## config.mk

```make
export PLATFORM = sky130hd
export DESIGN_NAME = t1_ds0_scrub
export DESIGN_NICKNAME = d
export VERILOG_FILES = /design/src/rtl/t1ds0_pkg.sv /design/src/rtl/t1ds0_cfg_shadow.sv /design/src/rtl/t1ds0_chan_sel.sv /design/src/rtl/t1ds0_byte_xform.sv /design/src/rtl/t1_ds0_scrub.sv
export SDC_FILE = /design/constraint.sdc
export NUM_CORES = 1
export LEC_CHECK = 0
export BUFFER_PORTS_ARGS = -buffer_cell sky130_fd_sc_hd__clkbuf_2
export CAP_MARGIN = 20
export CELL_PAD_IN_SITES_DETAIL_PLACEMENT = 1
export CELL_PAD_IN_SITES_GLOBAL_PLACEMENT = 1
export CORE_MARGIN = 1.5
export CORE_UTILIZATION = 37
export DETAILED_ROUTE_END_ITERATION = 12
export GPL_ROUTABILITY_DRIVEN = 0
export PLACE_DENSITY = 0.85
export RECOVER_POWER = 25
export SETUP_SLACK_MARGIN = 0.5
export SLEW_MARGIN = 20
export SYNTH_ARGS = -nofsm -noshare
export SYNTH_HDL_FRONTEND = slang
export SYNTH_SLANG_ARGS = --single-unit
```

## constraint.sdc

```tcl
create_clock -name clk -period 5.7 [get_ports clk]
set_input_delay 0.57 -clock clk [delete_from_list [all_inputs] [get_ports clk]]
set_output_delay 0.57 -clock clk [all_outputs]
set_load 0.1 [all_outputs]
```

## src/rtl/t1ds0_pkg.sv

```systemverilog
package t1ds0_pkg;
  localparam int unsigned T1_SLOTS  = 24;
  localparam int unsigned SLOT_BITS = 8;
  localparam int unsigned STUFF_POS = 1;

  // Action chosen for one channel byte
  typedef enum logic [1:0] {
    ACT_PASS  = 2'd0,
    ACT_IDLE  = 2'd1,
    ACT_STUFF = 2'd2
  } ds0_act_t;
endpackage

```

## src/rtl/t1ds0_cfg_shadow.sv

```systemverilog
module t1ds0_cfg_shadow #(
  parameter int NUM_CH = 24,
  parameter int BYTE_W = 8
) (
  input  logic              clk,
  input  logic              rst,
  input  logic              load,
  input  logic [BYTE_W-1:0] nxt_idle_byte,
  input  logic [NUM_CH-1:0] nxt_idle_mask,
  input  logic [NUM_CH-1:0] nxt_clear_mask,
  input  logic              nxt_zcs_en,
  output logic [BYTE_W-1:0] eff_idle_byte,
  output logic [NUM_CH-1:0] eff_idle_mask,
  output logic [NUM_CH-1:0] eff_clear_mask,
  output logic              eff_zcs_en
);
  logic [BYTE_W-1:0] sh_idle_byte;
  logic [NUM_CH-1:0] sh_idle_mask;
  logic [NUM_CH-1:0] sh_clear_mask;
  logic              sh_zcs_en;

  always_ff @(posedge clk) begin
    if (rst) begin
      sh_idle_byte  <= '0;
      sh_idle_mask  <= '0;
      sh_clear_mask <= '0;
      sh_zcs_en     <= 1'b0;
    end else if (load) begin
      sh_idle_byte  <= nxt_idle_byte;
      sh_idle_mask  <= nxt_idle_mask;
      sh_clear_mask <= nxt_clear_mask;
      sh_zcs_en     <= nxt_zcs_en;
    end
  end

  // The frame-start byte itself already sees the new settings
  always_comb begin
    if (load) begin
      eff_idle_byte  = nxt_idle_byte;
      eff_idle_mask  = nxt_idle_mask;
      eff_clear_mask = nxt_clear_mask;
      eff_zcs_en     = nxt_zcs_en;
    end else begin
      eff_idle_byte  = sh_idle_byte;
      eff_idle_mask  = sh_idle_mask;
      eff_clear_mask = sh_clear_mask;
      eff_zcs_en     = sh_zcs_en;
    end
  end

  AST_CFG_HELD: assert property (@(posedge clk) disable iff (rst)
    !load |=> ($stable(sh_idle_mask) && $stable(sh_clear_mask) &&
               $stable(sh_idle_byte) && $stable(sh_zcs_en)));
endmodule

```

## src/rtl/t1ds0_chan_sel.sv

```systemverilog
module t1ds0_chan_sel #(
  parameter int NUM_CH = 24,
  parameter int CH_W   = 5
) (
  input  logic [CH_W-1:0]   chan,
  input  logic [NUM_CH-1:0] idle_mask,
  input  logic [NUM_CH-1:0] clear_mask,
  output logic              in_range,
  output logic              idle_hit,
  output logic              clear_hit
);
  logic [NUM_CH-1:0] sel;

  for (genvar g = 0; g < NUM_CH; g++) begin : g_dec
    assign sel[g] = (chan == CH_W'(g));
  end

  assign in_range  = |sel;
  assign idle_hit  = |(sel & idle_mask);
  assign clear_hit = |(sel & clear_mask);
endmodule

```

## src/rtl/t1ds0_byte_xform.sv

```systemverilog
module t1ds0_byte_xform
  import t1ds0_pkg::*;
#(
  parameter int BYTE_W = 8
) (
  input  logic [BYTE_W-1:0] data,
  input  logic [BYTE_W-1:0] idle_byte,
  input  logic              in_range,
  input  logic              idle_hit,
  input  logic              clear_hit,
  input  logic              zcs_en,
  output ds0_act_t          act
);
  logic [BYTE_W-1:0] after_idle;
  logic              use_idle;
  logic              may_stuff;

  assign use_idle   = in_range && idle_hit;
  assign after_idle = use_idle ? idle_byte : data;
  assign may_stuff  = in_range && zcs_en && !clear_hit;

  always_comb begin
    if (may_stuff && (after_idle == '0)) act = ACT_STUFF;
    else if (use_idle)                   act = ACT_IDLE;
    else                                 act = ACT_PASS;
  end
endmodule

```

## src/rtl/t1_ds0_scrub.sv

```systemverilog
module t1_ds0_scrub
  import t1ds0_pkg::*;
#(
  parameter  int NUM_CH    = T1_SLOTS,
  parameter  int BYTE_W    = SLOT_BITS,
  parameter  int STUFF_BIT = STUFF_POS,
  localparam int CH_W      = $clog2(NUM_CH)
) (
  input  logic              clk,
  input  logic              rst,
  input  logic              in_valid,
  input  logic              in_sof,
  input  logic [CH_W-1:0]   in_chan,
  input  logic [BYTE_W-1:0] in_data,
  input  logic [BYTE_W-1:0] cfg_idle_byte,
  input  logic [NUM_CH-1:0] cfg_idle_mask,
  input  logic [NUM_CH-1:0] cfg_clear_mask,
  input  logic              cfg_zcs_en,
  output logic              out_valid,
  output logic              out_sof,
  output logic [CH_W-1:0]   out_chan,
  output logic [BYTE_W-1:0] out_data
);
  localparam logic [BYTE_W-1:0] STUFF_WORD = BYTE_W'(1) << STUFF_BIT;

  logic              cfg_load;
  logic [BYTE_W-1:0] eff_idle_byte;
  logic [NUM_CH-1:0] eff_idle_mask;
  logic [NUM_CH-1:0] eff_clear_mask;
  logic              eff_zcs_en;
  logic              in_range;
  logic              idle_hit;
  logic              clear_hit;
  ds0_act_t          act;
  logic [BYTE_W-1:0] nxt_data;

  assign cfg_load = in_valid && in_sof;

  t1ds0_cfg_shadow #(.NUM_CH(NUM_CH), .BYTE_W(BYTE_W)) u_cfg (
    .clk           (clk),
    .rst           (rst),
    .load          (cfg_load),
    .nxt_idle_byte (cfg_idle_byte),
    .nxt_idle_mask (cfg_idle_mask),
    .nxt_clear_mask(cfg_clear_mask),
    .nxt_zcs_en    (cfg_zcs_en),
    .eff_idle_byte (eff_idle_byte),
    .eff_idle_mask (eff_idle_mask),
    .eff_clear_mask(eff_clear_mask),
    .eff_zcs_en    (eff_zcs_en)
  );

  t1ds0_chan_sel #(.NUM_CH(NUM_CH), .CH_W(CH_W)) u_sel (
    .chan      (in_chan),
    .idle_mask (eff_idle_mask),
    .clear_mask(eff_clear_mask),
    .in_range  (in_range),
    .idle_hit  (idle_hit),
    .clear_hit (clear_hit)
  );

  t1ds0_byte_xform #(.BYTE_W(BYTE_W)) u_xf (
    .data     (in_data),
    .idle_byte(eff_idle_byte),
    .in_range (in_range),
    .idle_hit (idle_hit),
    .clear_hit(clear_hit),
    .zcs_en   (eff_zcs_en),
    .act      (act)
  );

  always_comb begin
    case (act)
      ACT_IDLE:  nxt_data = eff_idle_byte;
      ACT_STUFF: nxt_data = STUFF_WORD;
      default:   nxt_data = in_data;
    endcase
  end

  always_ff @(posedge clk) begin
    if (rst) begin
      out_valid <= 1'b0;
      out_sof   <= 1'b0;
      out_chan  <= '0;
      out_data  <= '0;
    end else begin
      out_valid <= in_valid;
      out_sof   <= in_valid && in_sof;
      if (in_valid) begin
        out_chan <= in_chan;
        out_data <= nxt_data;
      end
    end
  end

  AST_ONE_CYCLE: assert property (@(posedge clk) disable iff (rst)
    in_valid |=> (out_valid && out_chan == $past(in_chan)));
  AST_NO_PHANTOM: assert property (@(posedge clk) disable iff (rst)
    !in_valid |=> !out_valid);
  AST_HOLD_GAP: assert property (@(posedge clk) disable iff (rst)
    !out_valid |-> ($stable(out_data) && $stable(out_chan)));
  AST_NO_ZERO_OUT: assert property (@(posedge clk) disable iff (rst)
    (in_valid && in_range && eff_zcs_en && !clear_hit) |=> (out_data != '0));
  AST_CLEAR_PASS: assert property (@(posedge clk) disable iff (rst)
    (in_valid && in_range && clear_hit && !idle_hit) |=> (out_data == $past(in_data)));
  AST_RANGE_PASS: assert property (@(posedge clk) disable iff (rst)
    (in_valid && !in_range) |=> (out_data == $past(in_data)));
  AST_IDLE_NONZERO: assert property (@(posedge clk) disable iff (rst)
    (in_valid && in_range && idle_hit && eff_idle_byte != '0) |=> (out_data == $past(eff_idle_byte)));
endmodule

```

==> results.yml <==
timing:
  slew_headroom: 0.221
  layout_setup_ws_ns: 2.03
  final-max-slew-violation-count: 0
  setup_viol: 0
  period_minus_slack_ns: 3.67
  whs_ns: 0.458
  hold_viol_final: 0
  worst_pin_slew_ns: 1.17
  rsz0062_at_grt: "false"
  skew_ns: 0.00796
  period_share: 0.643
  max_freq_ghz: 0.273
  fin_tns_setup_ns: 0
route:
  vias: 3309
  ant_nets: 0
  first_pass_iters: 4
  wire_per_inst_microns: 18.1
  drt_iter0_markers: 152
  drcViolationCount: 0
  wirelength_microns: 10800
  drt-vias-per-instance: 5.55
clocking:
  insertion_delay_ns: 0.36
  cts_max_level: 3
  cts.sinks: 72
  cts_buffers: 9
  cts.path.max_buffers: 2
  cts_resized: 0
  clkTransAtPathRegs_ns: 0.08
  clockRootBuffer: "clkbuf_8"
  cts_tree: "yes"
  post_cts_buffers: 0
  hold_buffers: 0
global_route:
  overflow: 0
  grt_pass1_vias: 3406
  grt_usage: 0.219
  grt_max_degree: 81
  grt_pass1_wl_microns: 17200
  antenna_found_initial: 0
floorplan:
  rows: 35
  start_util: 0.387
  dieArea_sq_um: 10400
  chipHeight_microns: 102
  num_io_pins: 89
  core_area_sq_um: 9370
  die_w_microns: 102
power_and_ir_drop:
  p_comb_frac: 0.168
  p_leak_nw: 1.90
  power.share.sequential: 0.415
  sw_frac_of_total: 0.279
  p_per_area_nw_per_um2: 299
  switchingPower_mw: 0.363
  intPower_mw: 0.936
  clockPowerShare: 0.417
  vdd_drop_max_mv: 0.136
logic_synthesis:
  synth_ff_type: "dfxtp_1"
  synthArstFlopShare: 0
  synth_top_family_by_area: "compound AO/OA/AOI/OAI gates"
  syn_inst: 396
  synth_edf_count: 0
  synth-compound-area-share: 0.241
  syn_area_sq_um: 3630
  syn_area_per_cell_sq_um: 9.17
  synth_cell_types: 45
  synth_simple_gate_area_frac: 0.200
  yosysSeqAreaShare: 0.397
  yosys.area_share.adder: 0
  synth_warnings: 0
  yosys.area_share.xor_xnor: 0
  synthMuxAreaShare: 0.111
  synth-seq-cells: 72
  syn_nets: 470
outcome:
  status: "finished clean"
setup_path:
  reg2regPathDepth: 5
  critPathKind: "primary input to flop"
  reg2reg_from: "u_cfg.sh_idle_mask[14]$_SDFF_PP0_"
  end_kind: "flop"
  cp.arrival_ns: 3.89
  startpoint_type: "primary input"
  regToRegEndpoint: "out_data[4]$_SDFFE_PP0P_"
  cp.required_ns: 5.93
  r2r_slack_ns: 3.28
  worstPathMaxFanout: 60
layout:
  nNetsFinal: 536
  layout-drive-gt1-share: 0.310
  regArea_sq_um: 1440
  antenna-diode-count: 0
  multi_input_area_sq_um: 2010
  synthToLayoutAreaGrowth_pct: 19.8
  fillers: 1148
  utilization: 0.464
  final_cells: 596
place:
  port_buffers: 88
  placed_cells: 580
  hpwl_microns: 7620
  place_ws_ns: 1.72
hold_path:
  min_from: "u_cfg.sh_clear_mask[2]$_SDFF_PP0_"
  hold_path_depth: 2
  hold_class: "flop to flop"
  worstHoldEndpoint: "u_cfg.sh_clear_mask[2]$_SDFF_PP0_"
flow_run:
  cap_violations: 0
## cell usage after synthesis, types with 2 or more instances
| cell | instances | area share |
|---|---|---|
| dfxtp_1 | 72 | 0.40 |
| nor2_1 | 39 | 0.040 |
| mux2i_1 | 30 | 0.083 |
| and3_1 | 26 | 0.045 |
| a21boi_0 | 25 | 0.052 |
| o21ba_2 | 24 | 0.066 |
| nand2_1 | 23 | 0.024 |
| clkbuf_1 | 22 | 0.023 |
| o211ai_1 | 19 | 0.039 |
| a21oi_1 | 10 | 0.014 |
| nand3_1 | 9 | 0.012 |
| nand4_1 | 7 | 0.012 |
| o21ai_0 | 7 | 0.0097 |
| o311ai_1 | 7 | 0.017 |
| or3b_2 | 7 | 0.017 |
| inv_1 | 6 | 0.0062 |
| o2111ai_1 | 6 | 0.014 |
| buf_1 | 5 | 0.0052 |
| nor4_1 | 5 | 0.0086 |
| o22ai_1 | 5 | 0.0086 |
| buf_2 | 4 | 0.0055 |
| nor2b_1 | 4 | 0.0069 |
| and2_1 | 3 | 0.0052 |
| buf_6 | 3 | 0.0093 |
| mux4_2 | 3 | 0.019 |
| a31oi_1 | 2 | 0.0034 |
| and3b_1 | 2 | 0.0048 |
| mux2_2 | 2 | 0.0062 |
| nor3b_2 | 2 | 0.0069 |
| or4_1 | 2 | 0.0041 |
## power groups by stage
| stage | logic (mW) | registers [mW] | clock network, mW |
|---|---|---|---|
| floorplan | 0.106 | 0.601 | 0 |
| global placement | 0.211 | 0.550 | 0 |
| detailed placement | 0.217 | 0.551 | 0 |
| CTS | 0.219 | 0.539 | 0.547 |
| global route | 0.235 | 0.541 | 0.566 |
| finish | 0.218 | 0.539 | 0.542 |
## layer usage
layer,global-route usage,wire length (microns)
met5,0,0
met4,0.0738,186
met3,0.0410,494
met2,0.387,5490
met1,0.266,4620
## worst max-delay path by stage
stage,depth (start not counted),slack (ns),to,start
final,7,2.03,out_data[4]$_SDFFE_PP0P_,in_sof
after global routing,7,1.71,out_data[4]$_SDFFE_PP0P_,in_sof
after CTS,7,2.06,out_data[4]$_SDFFE_PP0P_,in_sof
after detailed placement,7,1.72,out_data[2]$_SDFFE_PP0P_,in_sof
after global placement,7,1.92,out_data[1]$_SDFFE_PP0P_,in_sof
after floorplan,9,3.16,out_data[1]$_SDFFE_PP0P_,in_valid
## placed cells by master, fill, tap and decap left out, drive strengths merged, types with 2 or more instances in the layout
cell	count
o311ai	7
dfxtp	72
o211ai	19
nand4	7
or3b	7
a21boi	26
nor3b	3
a31oi	2
clkinvlp	2
o21ai	7
and2	3
bufinv	4
o22ai	5
mux2	2
nor2b	4
nand3	9
nor2	39
mux4	3
inv	6
and3b	2
o2111ai	6
buf	2
nand2	24
a21oi	10
nor4	6
clkbuf	97
and3	26
mux2i	31
or4	2
o21ba	24
## state kept, by name (all words and copies together), names as in the netlist
signal and flops:
out_data 8, u_cfg.sh_zcs_en 1, out_chan 5, u_cfg.sh_idle_byte 8, out_sof 1, u_cfg.sh_clear_mask 24
out_valid 1, u_cfg.sh_idle_mask 24
## area by class of cell
| cell class | count | share of cell area |
|---|---|---|
| Sequential cell | 72 | 0.331 |
| Clock buffer | 9 | 0.0285 |
| Multi-Input combinational cell | 283 | 0.461 |
| Clock inverter | 7 | 0.0331 |
| Tap cell | 129 | 0.0371 |
| Inverter | 6 | 0.00518 |
| Timing Repair Buffer | 90 | 0.104 |
## critical path, cell delays in order
cell and delay, ns:
clkbuf_2 0.75, nand2_4 0.55, mux2i_1 0.34, o22ai_1 0.12, a222oi_1 0.90, and3_1 0.46, o311ai_1 0.17
## cells by family after synthesis
group           after synthesis
simple gates                135
buf+inv                      41
flops                        72
compound gates              112
mux                          36
## through the flow
step	total power, mW	instance area, sq um
after global routing	1.34	4350
after global placement	0.760	4090
after CTS	1.31	4350
after floorplan	0.706	3630
final	1.30	4350
after detailed placement	0.768	4090
(Power assumes the default switching activity.)
